### src/rtl/rcc_pkg.sv
package rcc_pkg;

    localparam int unsigned WORD_W = 32;

    localparam logic [WORD_W-1:0] FIELD_MASK = 32'hF800_0000;
    localparam logic [WORD_W-1:0] POR_WORD   = 32'h8000_0000;

    // Cause field, most significant member at bit 31.
    typedef struct packed {
        logic pwr_on;     // 31: power-up cause (write one to clear)
        logic soft_pwr;   // 30: soft power-up request (direct)
        logic soft_warm;  // 29: soft warm request (direct)
        logic btn_pwr;    // 28: button power-up cause (write one to clear)
        logic btn_warm;   // 27: button warm cause (write one to clear)
    } cause_t;

    localparam int unsigned CAUSE_W = $bits(cause_t);
    localparam int unsigned LOW_W   = WORD_W - CAUSE_W;

    typedef struct packed {
        logic   hit;   // write addressed to the cause word
        cause_t bits;  // masked write data
    } wr_req_t;

    function automatic cause_t word_to_cause(logic [WORD_W-1:0] w);
        return cause_t'(w[WORD_W-1 -: CAUSE_W]);
    endfunction

    function automatic logic [WORD_W-1:0] cause_to_word(cause_t c);
        return {c, {LOW_W{1'b0}}};
    endfunction

    function automatic logic wants_reset(cause_t c);
        return c.soft_pwr | c.soft_warm;
    endfunction

endpackage

### src/rtl/rcc_decode.sv
module rcc_decode
    import rcc_pkg::*;
#(
    parameter int unsigned AW       = 1,
    parameter int unsigned REG_WORD = 1
) (
    input  logic              wr_en,
    input  logic [AW-1:0]     addr,
    input  logic [WORD_W-1:0] wdata,
    output wr_req_t           wr,
    output logic              rd_hit
);
    localparam logic [AW-1:0] REG_ADDR = AW'(REG_WORD);

    logic unused_low_bits;

    assign unused_low_bits = ^wdata[LOW_W-1:0];
    assign rd_hit          = (addr == REG_ADDR);
    assign wr.hit          = wr_en && rd_hit;
    assign wr.bits         = word_to_cause(wdata & FIELD_MASK);
endmodule

### src/rtl/rcc_first_tracker.sv
module rcc_first_tracker (
    input  logic clk,
    input  logic rst,
    input  logic evt,
    input  logic arm_clear,
    output logic seen_q,
    output logic load_por
);
    assign load_por = evt && !seen_q;

    always_ff @(posedge clk) begin
        if (rst) begin
            seen_q <= 1'b1;
        end else if (load_por) begin
            seen_q <= 1'b1;
        end else if (arm_clear) begin
            seen_q <= 1'b0;
        end
    end

    a_r5_arm_clears_flag: assert property (@(posedge clk) disable iff (rst)
        (arm_clear && !evt) |=> !seen_q);

    a_r6_flag_held: assert property (@(posedge clk) disable iff (rst)
        (!arm_clear && seen_q) |=> seen_q);

    a_r1_flag_after_reset: assert property (@(posedge clk)
        $past(rst) |-> seen_q);
endmodule

### src/rtl/rcc_cause_reg.sv
module rcc_cause_reg
    import rcc_pkg::*;
(
    input  logic    clk,
    input  logic    rst,
    input  logic    load_por,
    input  wr_req_t wr,
    output cause_t  cause_q,
    output logic    req_q
);
    cause_t por_cause;
    cause_t cause_d;

    assign por_cause = word_to_cause(POR_WORD);

    always_comb begin
        cause_d = cause_q;
        if (load_por) begin
            cause_d = por_cause;
        end else if (wr.hit) begin
            cause_d.pwr_on    = cause_q.pwr_on   & ~wr.bits.pwr_on;
            cause_d.btn_pwr   = cause_q.btn_pwr  & ~wr.bits.btn_pwr;
            cause_d.btn_warm  = cause_q.btn_warm & ~wr.bits.btn_warm;
            cause_d.soft_pwr  = wr.bits.soft_pwr;
            cause_d.soft_warm = wr.bits.soft_warm;
        end
    end

    always_ff @(posedge clk) begin
        if (rst) begin
            cause_q <= por_cause;
            req_q   <= 1'b0;
        end else begin
            cause_q <= cause_d;
            req_q   <= wr.hit && wants_reset(wr.bits);
        end
    end

    a_r1_reset_value: assert property (@(posedge clk)
        $past(rst) |-> (cause_q == por_cause) && !req_q);

    a_r3_w1c_clears: assert property (@(posedge clk) disable iff (rst)
        (wr.hit && wr.bits.pwr_on && !load_por) |=> !cause_q.pwr_on);

    a_r4_direct_bits: assert property (@(posedge clk) disable iff (rst)
        (wr.hit && !load_por) |=>
            (cause_q.soft_pwr == $past(wr.bits.soft_pwr)) &&
            (cause_q.soft_warm == $past(wr.bits.soft_warm)));

    a_r9_por_load_wins: assert property (@(posedge clk) disable iff (rst)
        load_por |=> (cause_q == por_cause));

    a_r7_idle_hold: assert property (@(posedge clk) disable iff (rst)
        (!load_por && !wr.hit) |=> $stable(cause_q));
endmodule

### src/rtl/rst_cause_ctrl.sv
module rst_cause_ctrl
    import rcc_pkg::*;
#(
    parameter int unsigned AW       = 1,
    parameter int unsigned REG_WORD = 1
) (
    input  logic              clk,
    input  logic              rst,
    input  logic              rst_event,
    input  logic              wr_en,
    input  logic [AW-1:0]     addr,
    input  logic [WORD_W-1:0] wdata,
    output logic [WORD_W-1:0] rdata,
    output logic              reset_req
);
    wr_req_t wr;
    logic    rd_hit;
    logic    seen_q;
    logic    load_por;
    cause_t  cause_q;

    rcc_decode #(.AW(AW), .REG_WORD(REG_WORD)) u_decode (
        .wr_en  (wr_en),
        .addr   (addr),
        .wdata  (wdata),
        .wr     (wr),
        .rd_hit (rd_hit)
    );

    rcc_first_tracker u_tracker (
        .clk       (clk),
        .rst       (rst),
        .evt       (rst_event),
        .arm_clear (wr.hit && wr.bits.soft_pwr),
        .seen_q    (seen_q),
        .load_por  (load_por)
    );

    rcc_cause_reg u_cause (
        .clk      (clk),
        .rst      (rst),
        .load_por (load_por),
        .wr       (wr),
        .cause_q  (cause_q),
        .req_q    (reset_req)
    );

    assign rdata = rd_hit ? cause_to_word(cause_q) : '0;

    a_r10_req_has_cause: assert property (@(posedge clk) disable iff (rst)
        reset_req |-> $past(wr_en && (addr == AW'(REG_WORD)) &&
                            (wdata[30] || wdata[29])));

    a_r2_low_bits_zero: assert property (@(posedge clk) disable iff (rst)
        rdata[LOW_W-1:0] == '0);
endmodule

### config.mk
export PLATFORM = sky130hd
export DESIGN_NAME = rst_cause_ctrl
export DESIGN_NICKNAME = d
export VERILOG_FILES = /design/src/rtl/rcc_pkg.sv /design/src/rtl/rcc_decode.sv /design/src/rtl/rcc_first_tracker.sv /design/src/rtl/rcc_cause_reg.sv /design/src/rtl/rst_cause_ctrl.sv
export SDC_FILE = /design/constraint.sdc
export NUM_CORES = 1
export LEC_CHECK = 0
export ABC_AREA = 1
export BUFFER_PORTS_ARGS = -buffer_cell sky130_fd_sc_hd__buf_2
export CAP_MARGIN = 20
export CORE_UTILIZATION = 29
export CTS_CLUSTER_DIAMETER = 200
export DETAILED_ROUTE_END_ITERATION = 10
export GPL_ROUTABILITY_DRIVEN = 0
export PLACE_DENSITY_LB_ADDON = 0.05
export SETUP_SLACK_MARGIN = 0.15
export SYNTH_ARGS = -nofsm -noshare
export SYNTH_HDL_FRONTEND = slang
export SYNTH_SLANG_ARGS = --single-unit
### constraint.sdc
create_clock -name clk -period 0.9 [get_ports clk]
set_input_delay 0.09 -clock clk [delete_from_list [all_inputs] [get_ports clk]]
set_output_delay 0.09 -clock clk [all_outputs]
set_load 0.005 [all_outputs]
# ---- Word-level counts from Yosys, hierarchy flattened
# Cells that the tools add are included.
dict set report totals {
  ff_bits 7
  inputBits 37
  word_cells 21
  output_inout_bits 33
}
dict set report classes {
  mux 1
  n_reduce_logical 6
  bitwise_logic 7
}
# operator count
set op_table {}
lappend op_table {{32-bit two-way mux} 1}
lappend op_table {{1-bit logical AND} 4}
lappend op_table {{1-bit AND} 3}
lappend op_table {{1-bit NOT} 3}
lappend op_table {{2-bit OR reduction} 1}
lappend op_table {{1-bit logical NOT} 1}
lappend op_table {{1-bit OR} 1}

# ---- Depth between registers and ports, before layout
dict set report depth {
  word_depth 3
  mapped_depth 5
  ltp_nobuf 5
}

# ---- Modules after synthesis
# A second synthesis with hierarchy kept.
dict set report unflattened {
  hier_cells 82
  hier_area_um2 559.3
}
# mod n_inst cells_per_inst area_each_um2 seq_area_each_um2
set by_module_without_submodules {}
lappend by_module_without_submodules {rst_cause_ctrl 1 40 251.5 0.0}
lappend by_module_without_submodules {rcc_cause_reg 1 26 200.2 120.1}
lappend by_module_without_submodules {rcc_first_tracker 1 8 55.1 20.0}
lappend by_module_without_submodules {rcc_decode 1 8 52.6 0.0}

# ---- Worst setup path before layout
# No wires, ideal clock.
dict set report synth_timing {
  path_kind {reg2reg}
  startpoint {reg u_tracker.seen_q}
  endpoint {reg u_cause.cause_q[4] (netlist name)}
  period_less_slack_ns 0.691
  path_buffers 0
  path_stages_with_launch 6
  arrival_time_ns 0.578
  slack_ns 0.209
  required_ns 0.787
  setup_time_ns 0.113
  path_cell_list {dfxtp_1 -> inv_1 -> nand2_1 -> nand2_1 -> inv_1 -> nand2_1}
}
dict set report synth_via {
  elab_chain_cells 3
}
# element line_no
set synth_lines {}
lappend synth_lines {{from (decl)} rcc_first_tracker.sv:6} ;# output logic seen_q,
lappend synth_lines {{from (signal assigned)} rcc_first_tracker.sv:13} ;# seen_q <= 1'b1;
lappend synth_lines {{from (signal assigned)} rcc_first_tracker.sv:15} ;# seen_q <= 1'b1;
lappend synth_lines {{from (signal assigned)} rcc_first_tracker.sv:17} ;# seen_q <= 1'b0;
lappend synth_lines {{1-bit logical NOT} rcc_first_tracker.sv:9} ;# assign load_por = evt && !seen_q;
lappend synth_lines {{1-bit logical AND} rcc_first_tracker.sv:9}
lappend synth_lines {{2-bit OR reduction (no source line)} -}
# No other way between the ends.
# A chain may end at the register's enable or synchronous reset.

# ---- Worst setup path after layout
dict set report layout_timing {
  startpoint {reg u_cause.cause_q[1] (netlist name)}
  endpoint {out rdata[28]}
}
dict set report layout_via {
  elab_chain_cells 1
}
# element line_no
set layout_lines {}
lappend layout_lines {{32-bit two-way mux} rst_cause_ctrl.sv:48} ;# assign rdata = rd_hit ? cause_to_word(cause_q) : '0;
lappend layout_lines {{to (decl)} rst_cause_ctrl.sv:13} ;# output logic [WORD_W-1:0] rdata,
# No other way between the ends.

==> results.py <==
metrics = {
    "layout": {
        "area_delta_synth_final_pct": 6.733,
        "multi_input_area_um2": 229.0,
        "layout.nets": 126,
        "seq_area_um2": 147.6,
        "fillers": 179,
        "diodes": 0,
        "drive_above_1_share_pct": 35.23,
    },
    "die": {
        "fp.coreArea_um2": 1559,
        "start_util_pct": 32.18,
        "die_h_um": 43.60,
        "num_rows": 14,
        "ioPinCount": 70,
        "die_w_um": 43.60,
        "fp.dieArea_um2": 1901,
    },
    "critical_path": {
        "cpLargestDelayFamily": "flip-flops",
        "worstPathArrival_ps": 760,
        "critPathKind": "flip-flop to primary output",
        "max_stage_delay_ps": 320,
        "cpMaxStageDelayCell": "dfxtp_2",
        "end_kind": "primary output",
        "startpoint_type": "flip-flop",
        "reg2reg_slack_ps": 190,
        "path_buf_inv": 2,
        "path_max_fanout": 2,
        "cp.required_ps": 810,
        "crit_chain": "nand2_1 -> inv_1 -> buf_2",
    },
    "drt": {
        "wl_per_cell_um": 7.288,
        "num_vias": 381,
        "first_iter_violations": 8,
        "drc": 3,
        "drtPass1Iterations": 6,
        "wirelength_um": 758,
        "viasPerCell": 3.663,
        "ant_nets": 0,
    },
    "pwr": {
        "p_total_uw": 716.2,
        "vdd_drop_max_v": 0.0005036,
        "p_leak_uw": 0.0003425,
        "powerDensity_nw_per_um2": 1337,
    },
    "global_routing": {
        "grt_pass1_vias": 266,
        "overflow": 0,
        "grt_max_degree": 12,
        "grt_usage_pct": 8.426,
        "antenna_found_initial": 0,
        "grt_pass1_wl_mm": 1.090,
    },
    "logic_synthesis": {
        "netlist_top_cells_area": "buf_4 42%, dfxtp_1 28%, nand2_1 12%",
        "yosysSeqAreaShare_pct": 27.93,
        "syn-cell-area_um2": 501.7,
        "synth.distinct_cells": 9,
        "ys_warn_count": 0,
        "yosysTopAreaCell": "buf_4",
        "avgSynthCellArea_um2": 7.168,
        "synth-seq-cells": 7,
        "syn_inst": 70,
        "synth_top_area_share_pct": 41.90,
    },
    "place": {
        "hpwl_um": 583.9,
        "io_buffers": 15,
    },
    "min_path": {
        "holdCritPathClass": "input pin to flip-flop",
    },
    "timing": {
        "whs_ps": 9.160,
        "rsz0062_at_grt": "true",
        "fmax_mhz": 1179,
        "period_share_pct": 94.21,
        "fin_crit_ps": 847.9,
        "finalSetupViolCount": 0,
        "skew_ps": 7.067,
        "hold_viol": 0,
        "drv_slew": 0,
    },
    "run": {
        "maxCapViolations": 0,
    },
    "cts": {
        "tritoncts": "built",
        "htree_num_levels": 1,
        "cts_buffer_depth": 2,
        "cts_buffers": 3,
        "clk_latency_ps": 250,
        "clkSinkCount": 7,
        "cts_root_buf": "clkbuf_4",
        "clkTransAtPathRegs_ps": 60,
    },
    "outcome": {
        "outcome": "finished, violations left",
        "violations": "DRC",
    },
}
[worst paths after layout]
check,start,to,cells past startpoint
worst max-delay path,u_cause.cause_q[1]$_SDFFE_PP0P_,rdata[28],3
worst min-delay path,rst,u_cause.req_q$_SDFF_PP0_,2
worst max register to register,u_tracker.seen_q$_SDFFE_PP1P_,u_cause.cause_q[4]$_SDFFE_PP1P_,5
worst min register to register,u_cause.cause_q[0]$_SDFFE_PP0P_,u_cause.cause_q[0]$_SDFFE_PP0P_,2
[power by group]
part | internal, uW | switching (uW)
clock network | 169 | 112
logic | 36.0 | 71.6
registers | 323 | 4.90
[worst reg2reg max path: cells and delay by family, from the launching register on]
family | cells | cell delay (ps)
flops | 1 | 330
buf+inv | 2 | 90
simple gates | 3 | 180
[area by class of cell]
| cell class | count | share of cell area, % |
|---|---|---|
| repair buffers | 16 | 15.42 |
| flip-flops and latches | 7 | 27.57 |
| multi-input cells | 53 | 42.76 |
| inverters | 8 | 5.607 |
| well taps | 16 | 3.738 |
| clock buffers | 4 | 4.907 |
[stage by stage]
step / worst slack, ps / cells / util [%] / TNS, ps / cell area, um^2
after CTS: 40.45 / 103 / 33.31 / 0 / 519.2
final: 52.14 / 104 / 34.35 / 0 / 535.5
after floorplan: 209.1 / 96 / - / 0 / 599.3
after global placement: 96.93 / 99 / 31.06 / 0 / 484.2
after global routing: -6.427 / 104 / 34.35 / -10.18 / 535.5
after detailed placement: 99.75 / 99 / 31.06 / 0 / 484.2
[synth_stat cells, drive strengths merged]
master and n:
buf 28, nand2 16, inv 8, dfxtp 7, nand3 5, a21oi 3, nor2 2, conb 1
[flip-flops by register name, summed over array words and instances (netlist names)]
signal	flops
u_cause.cause_q	5
u_cause.req_q	1
u_tracker.seen_q	1
[cells by family (layout without fill, tap and decap cells)]
family / after synthesis / in the layout / share of synthesized area (%)
DFF: 7 / 7 / 27.93
other: 1 / 27 / 0.7474
buffers and inverters: 36 / 28 / 47.88
and+or+nand+nor: 23 / 23 / 20.45
AOI/OAI and AO/OA: 3 / 3 / 2.992
[repair_timing]
item                       CTS  global route
resized for setup            6             5
pin swaps                    0             3
setup buffers                0             1
setup endpoints to repair    7             9
hold buffers                 0             0
hold endpoints to repair     0             0
[cell usage in the layout (no fill, tap or decap), types with 3 or more instances in the layout]
cell type  instances
nand2_1           14
dfxtp_2            6
conb_1            27
inv_1              6
buf_2             15
clkbuf_4           3
a21oi_1            3
nand3_1            3
[per-layer routing]
metal  vias up  routed length (um)  GRT usage [%]
met5         -                   0              0
met4         0                   9          9.375
met3         2                  81          2.917
met2        25                 343          11.34
met1       164                 324          9.669
li1        190                   -              -
Power figures use the tool's default switching activity.
